[src/rtl/vfs_pkg.sv]
package vfs_pkg;
  localparam int unsigned DW = 8;
  localparam int unsigned NREG = 3;
  localparam int unsigned REG_CTL = 0;
  localparam int unsigned REG_CHRL = 1;
  localparam int unsigned REG_CHRH = 2;

  typedef enum logic [1:0] {
    VM_OFF  = 2'b00,
    VM_NT_A = 2'b01,
    VM_PAT  = 2'b10,
    VM_NT_B = 2'b11
  } vmode_e;

  typedef struct packed {
    logic [DW-1:0] we;
    logic [DW-1:0] d;
  } ovr_t;

  typedef struct packed {
    logic b0;
    logic b4;
    logic b5;
    logic bx;  // bit10 ^ bit11
  } abits_t;
endpackage

[src/rtl/vfs_decode.sv]
module vfs_decode #(
  parameter int unsigned AW = 14,
  parameter logic [13:0] PAT_LO = 14'h1FD0,
  parameter logic [13:0] PAT_HI = 14'h1FEF
) (
  input  logic [AW-1:0] addr_i,
  output logic          is_nt_o,
  output logic          is_pat_o,
  output vfs_pkg::abits_t ab_o
);
  logic in_nt_space;
  logic attr;

  assign in_nt_space = (addr_i[13:12] == 2'b10);
  assign attr        = &addr_i[9:6];
  assign is_nt_o     = in_nt_space & ~attr;
  assign is_pat_o    = (addr_i >= PAT_LO) && (addr_i <= PAT_HI);

  assign ab_o.b0 = addr_i[0];
  assign ab_o.b4 = addr_i[4];
  assign ab_o.b5 = addr_i[5];
  assign ab_o.bx = addr_i[10] ^ addr_i[11];
endmodule

[src/rtl/vfs_edge.sv]
module vfs_edge (
  input  logic clk_i,
  input  logic rst_ni,
  input  logic lvl_i,
  output logic rise_o
);
  logic lvl_q;

  always_ff @(posedge clk_i or negedge rst_ni) begin
    if (!rst_ni) lvl_q <= 1'b0;
    else         lvl_q <= lvl_i;
  end

  assign rise_o = lvl_i & ~lvl_q;
endmodule

[src/rtl/vfs_route.sv]
module vfs_route
  import vfs_pkg::*;
(
  input  logic [1:0] mode_i,
  input  logic       is_nt_i,
  input  logic       is_pat_i,
  input  abits_t     ab_i,
  output ovr_t [NREG-1:0] ovr_o
);
  vmode_e mode;
  assign mode = vmode_e'(mode_i);

  always_comb begin
    ovr_o = '0;
    unique case (mode)
      VM_NT_A: if (is_nt_i) begin
        ovr_o[REG_CHRH].we[0] = 1'b1;  ovr_o[REG_CHRH].d[0] = ab_i.b0;
        ovr_o[REG_CHRH].we[1] = 1'b1;  ovr_o[REG_CHRH].d[1] = ab_i.b5;
        ovr_o[REG_CTL].we[6]  = 1'b1;  ovr_o[REG_CTL].d[6]  = ab_i.b5;
        ovr_o[REG_CHRL].we[0] = 1'b1;  ovr_o[REG_CHRL].d[0] = ab_i.bx;
      end
      VM_PAT: if (is_pat_i) begin
        ovr_o[REG_CTL].we[4]  = 1'b1;  ovr_o[REG_CTL].d[4]  = ab_i.b4;
        ovr_o[REG_CHRL].we[0] = 1'b1;  ovr_o[REG_CHRL].d[0] = ab_i.b4;
      end
      VM_NT_B: if (is_nt_i) begin
        ovr_o[REG_CHRL].we[0] = 1'b1;  ovr_o[REG_CHRL].d[0] = ab_i.b0;
        ovr_o[REG_CHRL].we[1] = 1'b1;  ovr_o[REG_CHRL].d[1] = ab_i.b5;
        ovr_o[REG_CTL].we[1]  = 1'b1;  ovr_o[REG_CTL].d[1]  = ab_i.bx;
      end
      default: ;
    endcase
  end
endmodule

[src/rtl/vfs_snoop.sv]
module vfs_snoop
  import vfs_pkg::*;
#(
  parameter int unsigned AW = 14
) (
  input  logic          clk_i,
  input  logic          rst_ni,
  input  logic [AW-1:0] vaddr_i,
  input  logic          vrd_i,
  input  logic [1:0]    vmode_i,
  input  logic [NREG-1:0] host_wr_i,
  output logic [DW-1:0] ctl_we_o,
  output logic [DW-1:0] ctl_d_o,
  output logic [DW-1:0] chrl_we_o,
  output logic [DW-1:0] chrl_d_o,
  output logic [DW-1:0] chrh_we_o,
  output logic [DW-1:0] chrh_d_o,
  output logic [DW-1:0] nt_addr_o
);
  localparam int unsigned RB_LSB = 4;

  logic   is_nt, is_pat, ev;
  abits_t ab;
  ovr_t [NREG-1:0] ovr_c, ovr_q, ovr_g;
  logic [DW-1:0] nt_q;

  vfs_decode #(.AW(AW)) u_dec (
    .addr_i  (vaddr_i),
    .is_nt_o (is_nt),
    .is_pat_o(is_pat),
    .ab_o    (ab)
  );

  vfs_edge u_edge (
    .clk_i (clk_i),
    .rst_ni(rst_ni),
    .lvl_i (vrd_i),
    .rise_o(ev)
  );

  vfs_route u_route (
    .mode_i  (vmode_i),
    .is_nt_i (is_nt),
    .is_pat_i(is_pat),
    .ab_i    (ab),
    .ovr_o   (ovr_c)
  );

  for (genvar r = 0; r < NREG; r++) begin : g_reg
    always_ff @(posedge clk_i or negedge rst_ni) begin
      if (!rst_ni)  ovr_q[r] <= '0;
      else if (ev)  ovr_q[r] <= ovr_c[r];
      else          ovr_q[r] <= '0;
    end
    // CPU write to the same register wins
    assign ovr_g[r].we = host_wr_i[r] ? '0 : ovr_q[r].we;
    assign ovr_g[r].d  = host_wr_i[r] ? '0 : ovr_q[r].d;
  end

  always_ff @(posedge clk_i or negedge rst_ni) begin
    if (!rst_ni)         nt_q <= '0;
    else if (ev && is_nt) nt_q <= vaddr_i[RB_LSB +: DW];
  end

  assign ctl_we_o  = ovr_g[REG_CTL].we;
  assign ctl_d_o   = ovr_g[REG_CTL].d;
  assign chrl_we_o = ovr_g[REG_CHRL].we;
  assign chrl_d_o  = ovr_g[REG_CHRL].d;
  assign chrh_we_o = ovr_g[REG_CHRH].we;
  assign chrh_d_o  = ovr_g[REG_CHRH].d;
  assign nt_addr_o = nt_q;
endmodule

[config.mk]
export PLATFORM = sky130hd
export DESIGN_NAME = vfs_snoop
export DESIGN_NICKNAME = d
export VERILOG_FILES = /design/src/rtl/vfs_pkg.sv /design/src/rtl/vfs_decode.sv /design/src/rtl/vfs_edge.sv /design/src/rtl/vfs_route.sv /design/src/rtl/vfs_snoop.sv
export SDC_FILE = /design/constraint.sdc
export NUM_CORES = 1
export LEC_CHECK = 0
export BUFFER_PORTS_ARGS = -buffer_cell sky130_fd_sc_hd__buf_2
export CORE_MARGIN = 2
export CORE_UTILIZATION = 49
export CTS_CLUSTER_DIAMETER = 40
export CTS_CLUSTER_SIZE = 25
export DETAILED_ROUTE_END_ITERATION = 16
export MAX_ROUTING_LAYER = met4
export PLACE_DENSITY = 0.76
export SYNTH_ARGS = -nofsm -noshare
export SYNTH_HDL_FRONTEND = slang
export SYNTH_HIERARCHICAL = 1
export SYNTH_SLANG_ARGS = --single-unit
[constraint.sdc]
create_clock -name clk_i -period 2.8 [get_ports clk_i]
set_clock_uncertainty 0.1 [all_clocks]
set_input_delay 0.14 -clock clk_i [delete_from_list [all_inputs] [get_ports clk_i]]
set_output_delay 0.14 -clock clk_i [all_outputs]
set_load 0.01 [all_outputs]
# Yosys cells after proc, flatten, opt, wreduce, memory -nomap -nowiden
# Cells that the tools add are included.
[classes] order_cmp=2 eq_ne=4 n_mux=28 bitwise=5 n_reduce_logical=3
[ops] op="8-bit two-way mux" n=3
[ops] op="10-bit two-way mux" n=2
[ops] op="15-bit two-way mux" n=1
[ops] op="14-bit by 13-bit >= comparator with 1-bit output, second input constant" n=1
[ops] op="14-bit by 13-bit less-or-equal comparator with 1-bit output, second input constant" n=1
[ops] op="1-bit two-way mux" n=13
[ops] op="2-bit two-way mux" n=6
[ops] op="7-bit two-way mux" n=1
[ops] op="2-bit == test, second input constant" n=3
[ops] op="1-bit case mux with 3 select lines" n=2
[ops] op="4-bit AND reduction" n=1
[ops] op="1-bit AND" n=2
[ops] op="2-bit by 1-bit == test with 1-bit output, second input constant" n=1
[ops] op="1-bit logical AND" n=2
[ops] op="1-bit NOT" n=2
[ops] op="1-bit XOR" n=1
[word_totals] ff_bits=44 inputBits=22 out_inout_bits=56

# Longest topological paths before layout
# Gate-level depths: netlist of run 1.
[depth] ltp_word=6 depth_mapped=6 ltp_nobuf=6

# By module
# Netlist of run 1, hierarchy kept.
[modules_own_cells] module="vfs_snoop" instances=1 cells_per_inst=169 area_per_inst_um2=2270.9
[modules_own_cells] module="vfs_route" instances=1 cells_per_inst=51 area_per_inst_um2=372.9
[modules_own_cells] module="vfs_decode" instances=1 cells_per_inst=9 area_per_inst_um2=76.3
[modules_own_cells] module="vfs_edge" instances=1 cells_per_inst=2 area_per_inst_um2=38.8

# Worst setup path before layout of run 1
# OpenSTA, ideal clock, no wires.
[synth_path] path_type="input to register" from="input port vaddr_i[9]" to="register ovr_q[1] in the netlist's numbering" setup_time_ps=120 t_arrival_ps=982 required_time_ps=2580 path_slack_ps=1598 stages=5 path_buffers=0 path_cell_list="nand4_1 and3b_2 and3_1 and2_1 and2_2"
[synth_rtl] element="start, declared" line="vfs_snoop.sv:8" text="input logic [AW-1:0] vaddr_i,"
[synth_rtl] element="end signal, assigned by index" line="vfs_snoop.sv:52" text="else if (ev) ovr_q[r] <= ovr_c[r];"
[synth_rtl] element="end, declared" line="vfs_snoop.sv:24" text="ovr_t [NREG-1:0] ovr_c, ovr_q, ovr_g;"

==> summary.md, run 1 <==
The count of yosys warnings during synthesis came out at 6. The number of sinks on the clock net is 57. The highest clock rate was 0.615 GHz. The count of buffers added on input and output ports is 74.

The final critical-path share of the clock period was 0.581. Among all flip-flop cells after synthesis, the most frequent one is sky130_fd_sc_hd__dfrtp_1. The number of setup buffers added after CTS is 0. The logs give 0 for the final number of hold-violating endpoints and 0 for the number of nets with antenna violations after detailed routing. The tightest min-delay check is of the in -> reg type. The logs give 388 for the final cell count without fillers and 0 for the remaining design rule violation count. The fraction of final layout cells sized beyond drive strength 1 is 0.547.

Type of the setup path with the least slack: in -> reg. The final routed wire length divided by cell count is 10.7 µm, and the proportion of register bits with asynchronous set or reset after synthesis is 1.00. Synthesis handed over a netlist of 231 instances.

The final weighted congestion in routability-driven placement is 0.675, and the row count is 27. TritonCTS built the clock tree. CTS built an H-tree with a depth of 3.

Kind of launch point of the worst setup path: an input pin. Setup violations remaining at the end of the flow were counted as 0. The later pin in the worst-skew pair is clocked with a latency of 0.32 ns. The capture point of the worst reg-to-reg path was ovr_q[40]. After synthesis, the most frequently instantiated cells are sky130_fd_sc_hd__dfrtp_1 (57), sky130_fd_sc_hd__and2b_2 (42), sky130_fd_sc_hd__buf_4 (41). The flow ran to the end, and the final reports show no timing, DRC or antenna violations.

The horizontal die dimension was 79.0 µm. Across the run, the number of max-cap violations was 0. The pin count of the biggest net entering global routing was 50.

Overall die area: 6250 µm². In the final design database the tool counted 334 nets. The path with the worst hold slack has its endpoint at nt_addr_o[1]. The final layout contains routed wiring with a total length of 4160 µm. The worst slack after detailed placement is 1.38 ns.

Number of max-slew violations in the final report: 0. The tools report the number of buffers created by CTS as 9. For the violation count after the first detailed-routing iteration, the log shows 20.

The initial core utilization was 0.504; the average instance area after synthesis was 11.9 µm². The synthesized design contains 0 enable-type register cells. The tools report the setup slack after layout as 1.17 ns.

Sorting the synthesized cells by area gives the leading types as sky130_fd_sc_hd__dfrtp_1 (52%), sky130_fd_sc_hd__and2b_2 (13%), sky130_fd_sc_hd__buf_4 (11%). Across all register-to-register paths, the minimum setup slack is 1.58 ns. The number of vias per cell after detailed routing works out to 4.12. sky130_fd_sc_hd__dfrtp_1 is the most common cell in the netlist. After global routing the overflow that remains totals 0. STA classifies the critical path endpoint as a flop.

The first global-routing pass estimated 6930 µm of wire. Summed over all cells, the static leakage comes to 1.92 nW. Area growth from synthesis to layout: 20.9%. Synthesis inferred 57 register bits. The quantity of gates resized following cts is 0. The repair_antennas step left the layout with diodes totalling 0. The required time at the worst-slack endpoint was 2.91 ns; the depth of the worst hold-timing path was 2.

The number of global-route vias before repair was 1551; the combined area of all synthesized cells was 2760 µm². The overall global routing resource usage came out at 0.152. Dividing total power by cell area gives a power density of 581 nW/µm². The die boundary height is 79.0 µm, and the number of different library cells in the post-synthesis netlist is 26. The post-placement cell area is 3020 µm². The finished layout cell area is 3340 µm², and the hold buffer count at CTS is 9. The total half-perimeter wirelength after legalization and detailed placement was 2890 µm.

Setup repair after global routing left no endpoint under its margin. For the finished layout, the period the worst path requires is 1.63 ns. For the I/O pin total, the log shows 78. The sequential fraction of the synthesis area was 0.517. The transition at the pin with the smallest max-transition slack is 1.04 ns, and the core area is 5470 µm².

The pre-antenna-repair detailed-routing pass consisted of 4 iterations. For the total via count in the routed design, the log shows 1599. Once placement completed, the tool counted placed cells totaling 363. sky130_fd_sc_hd__dfrtp_1 takes more of the synthesized area than any other cell. The largest fanout on the critical path works out to 4. The startpoint identified for the worst register-to-register timing path is u_edge/lvl_q. In this run the most critical hold path is launched from vaddr_i[5]. The tree is rooted in a sky130_fd_sc_hd__clkbuf_8. The share of the synthesized area in the top cell type was 0.517; the initial antenna violation count was 0. The clock slew seen by the registers of the worst setup and hold paths is 0.06 ns, and the depth of the worst register-to-register path is 3. The clock passes through at most 2 buffers. The sum of negative setup slack is 0 ns, and the arrival time at the worst endpoint is 1.74 ns.

Relative max-transition margin: 0.306. The run gives 371 µV as the peak ir drop on the vdd network.
kinds of logic after synthesis:
group                    Yosys count  synth area share
AND/OR/NAND/NOR                  112             0.311
flip-flops                        57             0.517
buffers and inverters             49             0.124
multiplexers                       9            0.0363
adder cells (fa/ha/maj)            1           0.00453
other                              1           0.00136
AO/OA/AOI/OAI                      1           0.00272
XOR/XNOR                           1           0.00318
worst max-delay path by stage:
| stage | startpoint | endpoint | slack (ns) |
|---|---|---|---|
| after floorplan | vaddr_i[9] | ovr_q[1] | 1.60 |
| after global placement | vaddr_i[8] | ovr_q[33] | 1.39 |
| after detailed placement | vaddr_i[9] | ovr_q[1] | 1.38 |
| after CTS | vaddr_i[8] | ovr_q[33] | 1.18 |
| after global routing | vaddr_i[8] | ovr_q[33] | 1.12 |
| final | vaddr_i[8] | ovr_q[1] | 1.17 |
flip-flops by register name, indices dropped and copies added (netlist names):
name          count
ovr_q            48
u_edge/lvl_q      1
nt_addr_o         8
cell type report:
class / count / area [µm²]
Clock buffer: 11 / 151
Clock inverter: 5 / 77.6
Fill cell: 476 / 2140
Multi-Input combinational cell: 158 / 1110
Sequential cell: 57 / 1430
Tap cell: 72 / 90.1
Timing Repair Buffer: 85 / 475
where the power goes:
part,leakage [nW],internal [mW],switching (mW),total [mW]
Clock,0.115,0.546,0.307,0.853
Combinational,1.05,0.0994,0.0990,0.198
Sequential,0.760,0.871,0.0162,0.887
Total,1.92,1.52,0.422,1.94
cell usage in the layout, fill, tap and decap left out, types with 2 or more instances in the layout:
cell,count
sky130_fd_sc_hd__buf_4,2
sky130_fd_sc_hd__and2_2,27
sky130_fd_sc_hd__nor2b_1,6
sky130_fd_sc_hd__dfrtp_1,57
sky130_fd_sc_hd__buf_2,74
sky130_fd_sc_hd__clkinv_2,2
sky130_fd_sc_hd__bufinv_16,2
sky130_fd_sc_hd__conb_1,34
sky130_fd_sc_hd__mux2_2,8
sky130_fd_sc_hd__nand2_1,2
sky130_fd_sc_hd__and2_1,23
sky130_fd_sc_hd__dlygate4sd3_1,9
sky130_fd_sc_hd__clkbuf_8,11
sky130_fd_sc_hd__and2b_2,42
sky130_fd_sc_hd__nor3b_1,2
critical path: stages:
cell and delay, ns:
sky130_fd_sc_hd__dlygate4sd3_1 0.52, sky130_fd_sc_hd__buf_2 0.11, sky130_fd_sc_hd__nand4_1 0.14, sky130_fd_sc_hd__and3b_2 0.26, sky130_fd_sc_hd__and3_1 0.23, sky130_fd_sc_hd__and2_1 0.16, sky130_fd_sc_hd__and2_2 0.17
metal layers:
metal | GRT usage | share of wire | vias up
li1 | - | - | 799
met1 | 0.167 | 0.43 | 740
met2 | 0.253 | 0.50 | 52
met3 | 0.0386 | 0.059 | 8
met4 | 0.0828 | 0.019 | 0
met5 | - | 0 | -
through the flow:
stage	hold slack, ns	util	total power, mW
final	0.0277	0.610	1.94
after global routing	0.0355	0.610	2.03
after CTS	0.0145	0.610	1.97
after detailed placement	0.167	0.551	1.09
after global placement	0.169	0.551	1.09
after floorplan	-0.256	-	1.04
(Power assumes the default switching activity.)
==> run 2, diff against run 1 <==
--- a/config.mk
+++ b/config.mk
@@ -5,6 +5,7 @@
 export SDC_FILE = /design/constraint.sdc
 export NUM_CORES = 1
 export LEC_CHECK = 0
+export ABC_AREA = 1
 export BUFFER_PORTS_ARGS = -buffer_cell sky130_fd_sc_hd__buf_2
 export CORE_MARGIN = 2
 export CORE_UTILIZATION = 49
@@ -12,7 +13,7 @@
 export CTS_CLUSTER_SIZE = 25
 export DETAILED_ROUTE_END_ITERATION = 16
 export MAX_ROUTING_LAYER = met4
-export PLACE_DENSITY = 0.76
+export PLACE_DENSITY = 0.78
 export SYNTH_ARGS = -nofsm -noshare
 export SYNTH_HDL_FRONTEND = slang
 export SYNTH_HIERARCHICAL = 1
==> constraint.sdc (replaced) <==
create_clock -name clk_i -period 1.3 [get_ports clk_i]
set_clock_uncertainty 0.1 [all_clocks]
set_input_delay 0.065 -clock clk_i [delete_from_list [all_inputs] [get_ports clk_i]]
set_output_delay 0.065 -clock clk_i [all_outputs]
set_load 0.01 [all_outputs]
==> run 2 against run 1 <==
Compared with the run above: flip-flop and latch count did not move; non-clock buffer count rose by 7; critical path depth rose by 1; clock power rose by 59%; combinational power rose by 120%; die area rose by 2.8%; critical path type unchanged.
==> summary.md, run 2 <==
The flow ran to the end, and the final reports show no timing, DRC or antenna violations. The most common cell in the synthesized netlist is sky130_fd_sc_hd__inv_1. The number of nets with antenna violations after detailed routing was 0 (unchanged); the initial core utilization was 0.512 (+0.00831). Final routed wire length divided by cell count: 8.37 µm (-22%). The run gives 0 (unchanged) as the count of final setup violators. The tree is rooted in a sky130_fd_sc_hd__clkbuf_8. The leading cell type in the layout, fill and taps excluded is sky130_fd_sc_hd__inv_1. Startpoint of the worst register-to-register path: u_edge/lvl_q. The met3 track utilization from global routing was 0.0326 (-0.00605).

Register name with the most flops: ovr_q. The run gives 0.768 (+14%) as the final weighted congestion in routability-driven placement. The core area came out at 5540 µm² (+1.2%). For the total half-perimeter wirelength after legalization and detailed placement, the log shows 3100 µm (+7.5%). Fraction of final layout cells sized beyond drive strength 1: 0.211 (-0.336). The count of flip-flops with a built-in enable after synthesis works out to 0 (unchanged). The critical path's largest stage delay is 0.54 ns (+0.02 ns), and the setup slack after layout is 0.110 ns (-1.06 ns). Total power per unit cell area: 1100 nW/µm² (+89%).

The final critical-path share of the clock period came out at 0.915. The worst setup path is captured at a flop. The proportion of register bits with asynchronous set or reset after synthesis is 1.00 (unchanged), and the pin count of the biggest net entering global routing is 58 (+16%). The count of yosys warnings during synthesis is 6 (unchanged).

The final cell count without fillers is 526 (+36%). Setup repair after global routing left no endpoint under its margin. For the met2 global-route usage, the log shows 0.278 (+0.0258).

The tools report the highest clock rate as 0.840 GHz. Peak ir drop on the vdd network: 724 µV (+95%). The source-to-sink clock delay at the later pin of the worst-skew pair came out at 0.31 ns (about the same). Routing layer with the top usage in global route: met2.

The met1 layer usage reported by global route was 0.166 (-0.00124); the area growth from synthesis to layout was 19.0%. The highest-delay cell along the critical path is sky130_fd_sc_hd__dlygate4sd3_1. The finished layout cell area is 3380 µm² (+1.3%). The flip-flop count of the largest register, all copies and words added is 48 (unchanged), and the static power due to leakage is 2.31 nW (+20%). For the number of buffers created by CTS, the log shows 9 (unchanged).

The clock slew seen by the registers of the worst setup and hold paths came out at 0.06 ns (about the same). The overall global routing resource usage was 0.158 (+0.00661). The run gives 0 (unchanged) as the global-route congestion overflow total. In this run the critical register-to-register path is captured at nt_addr_o[2].

The largest fanout on the critical path works out to 3 (-1). The horizontal die dimension works out to 80.1 µm (+1.4%). The deepest clock path buffer count is 2 (unchanged), and the number of different library cells in the post-synthesis netlist is 18 (-31%). Top cell family by delay on the critical path: buffers and inverters. The remaining design rule violation count was 0 (unchanged); the post-detailed-routing wire length was 4400 µm (+5.7%). The run gives 474 (+42%) as the count of nets after finishing. Average instance area after synthesis: 7.69 µm² (-36%). The most instantiated flip-flop cell in the synthesis netlist is sky130_fd_sc_hd__dfrtp_1.

In the layout the commonest cells are sky130_fd_sc_hd__inv_1 (106), sky130_fd_sc_hd__nand2_1 (75), sky130_fd_sc_hd__buf_2 (74). The sum of buffers and inverters on the critical path is 3 (+1). The post-placement cell area is 3100 µm² (+2.6%), and the worst slack after detailed placement is 0.0491 ns (-1.33 ns).

The run gives 69 (+250%) as the violation count after the first detailed-routing iteration. Ranked by total cell area, the synthesized netlist is headed by sky130_fd_sc_hd__dfrtp_1 (50%), sky130_fd_sc_hd__inv_1 (14%), sky130_fd_sc_hd__buf_4 (11%). The path length in cells of the critical path was 8 (+1); the depth of the worst register-to-register path was 4 (+1). The tools report the count of max-cap constraint violations as 0 (unchanged). The kind of launch point of the worst setup path was an input pin.

TritonCTS built the clock tree. The total via count in the routed design is 2047 (+28%), and the final antenna diode count is 0 (unchanged). I/O pin total: 78 (unchanged). The die boundary height is 80.1 µm (+1.4%), and the number of global-route vias before repair is 1846 (+19%).

The run gives 2840 µm² (+2.9%) as the combined area of all synthesized cells. The sum of negative setup slack was 0 ns (unchanged); the cell total after placement was 500 (+38%). The number of vias per cell after detailed routing was 3.89 (-5.6%). The wire length of the first global-routing pass is 7420 µm (+7.1%), and the share of the synthesized area in the top cell type is 0.502 (-0.0146). The critical path starts at vaddr_i[5]. The run gives 369 (+60%) as the post-synthesis cell count. Count of input and output buffers: 74 (unchanged). The run gives 0 (unchanged) as the number of max-slew violations in the final report.

The min-delay analysis places its worst path in the category in -> reg. The row count was 27 (unchanged); the total iterations of the first detailed-routing run was 4 (unchanged). In this run the worst setup path terminates at ovr_q[16].

Setup slack of the most critical reg-to-reg path: 0.20 ns (-1.38 ns). By count the netlist is led by sky130_fd_sc_hd__inv_1 (106), sky130_fd_sc_hd__nand2_1 (75), sky130_fd_sc_hd__dfrtp_1 (57). The required time at the worst-slack endpoint came out at 1.45 ns (-1.46 ns).

The logs give 0 (unchanged) for the initial antenna violation count and 57 (unchanged) for the number of sinks on the clock net. The sequential fraction of the synthesis area is 0.502 (-0.0146), and the time the final worst path needs with I/O delays and setup is 1.19 ns. The worst setup path is of the in -> reg kind. The signal on the critical path passes through dlygate4sd3_1 > buf_2 > xnor2_1 > nor2_1 > nand4_1 > nand3_1 > nand2_1 > inv_1. The tools report the total number of H-tree levels as 3 (unchanged). For the arrival time at the worst endpoint, the log shows 1.34 ns (-0.40 ns). The overall die area is 6420 µm² (+2.8%), and the synthesis-stage register bit count is 57 (unchanged). The run gives 0 (unchanged) as the final number of hold-violating endpoints. The cell type with the highest aggregate area in the netlist is sky130_fd_sc_hd__dfrtp_1.
-- run 2: routing by layer --
metal	routed length (µm)	up-vias
met5	0	-
met4	108	0
met3	239	12
met2	2210	54
met1	1850	889
li1	-	1092
-- run 2: kinds of logic (layout without fill, tap and decap cells) --
logic type      after synthesis  after routing  share of synthesized area
buf+inv                     161            213                      0.283
simple gates                147            147                      0.204
flops                        57             57                      0.502
fa+ha+maj                     1              1                    0.00441
other cells                   1             34                    0.00132
compound gates                1              1                    0.00176
xor+xnor                      1              1                    0.00309
-- run 2: power by group --
group	internal, mW	switching [mW]	leakage (nW)
logic	0.175	0.263	1.46
registers	1.87	0.0399	0.765
clock network	0.777	0.587	0.0826
-- run 2: worst min-delay path by stage --
stage | to | from | depth (start not counted)
after global routing | ovr_q[32] | vmode_i[0] | 5
final | ovr_q[32] | vmode_i[0] | 5
after global placement | u_edge/lvl_q | rst_ni | 2
after detailed placement | nt_addr_o[7] | rst_ni | 2
after CTS | ovr_q[12] | vmode_i[0] | 6
after floorplan | nt_addr_o[0] | rst_ni | 0
-- run 2: repair_timing --
action / in CTS / in global routing
endpoints found under the setup margin: 0 / 2
setup buffers: 0 / 0
hold endpoints to repair: 70 / 0
hold buffers: 12 / 0
resized for setup: 0 / 1
-- run 2: cell type report --
type / instances / area, µm²
timing repair buffer: 92 / 561
fill: 506 / 2160
tap: 72 / 90.1
inverter: 107 / 402
multi-input combinational: 184 / 737
sequential: 57 / 1430
clock buffer: 14 / 163
-- run 2: per-stage QoR --
| stage | hold slack [ns] | utilization | total power, mW |
|---|---|---|---|
| 6_report | 0.0619 | 0.610 | 3.71 |
| 2_1_floorplan | -0.331 | - | 2.25 |
| 4_1_cts | 0.0421 | 0.610 | 3.77 |
| 5_1_grt | 0.0870 | 0.610 | 3.92 |
| 3_3_place_gp | -0.0190 | 0.559 | 2.34 |
| 3_5_place_dp | -0.0143 | 0.559 | 2.35 |
-- run 2: worst register-to-register path: cells and delay by family, from the launching register on --
kind             cells  cell delay, ns
DFF                  1            0.39
and+or+nand+nor      4            0.51
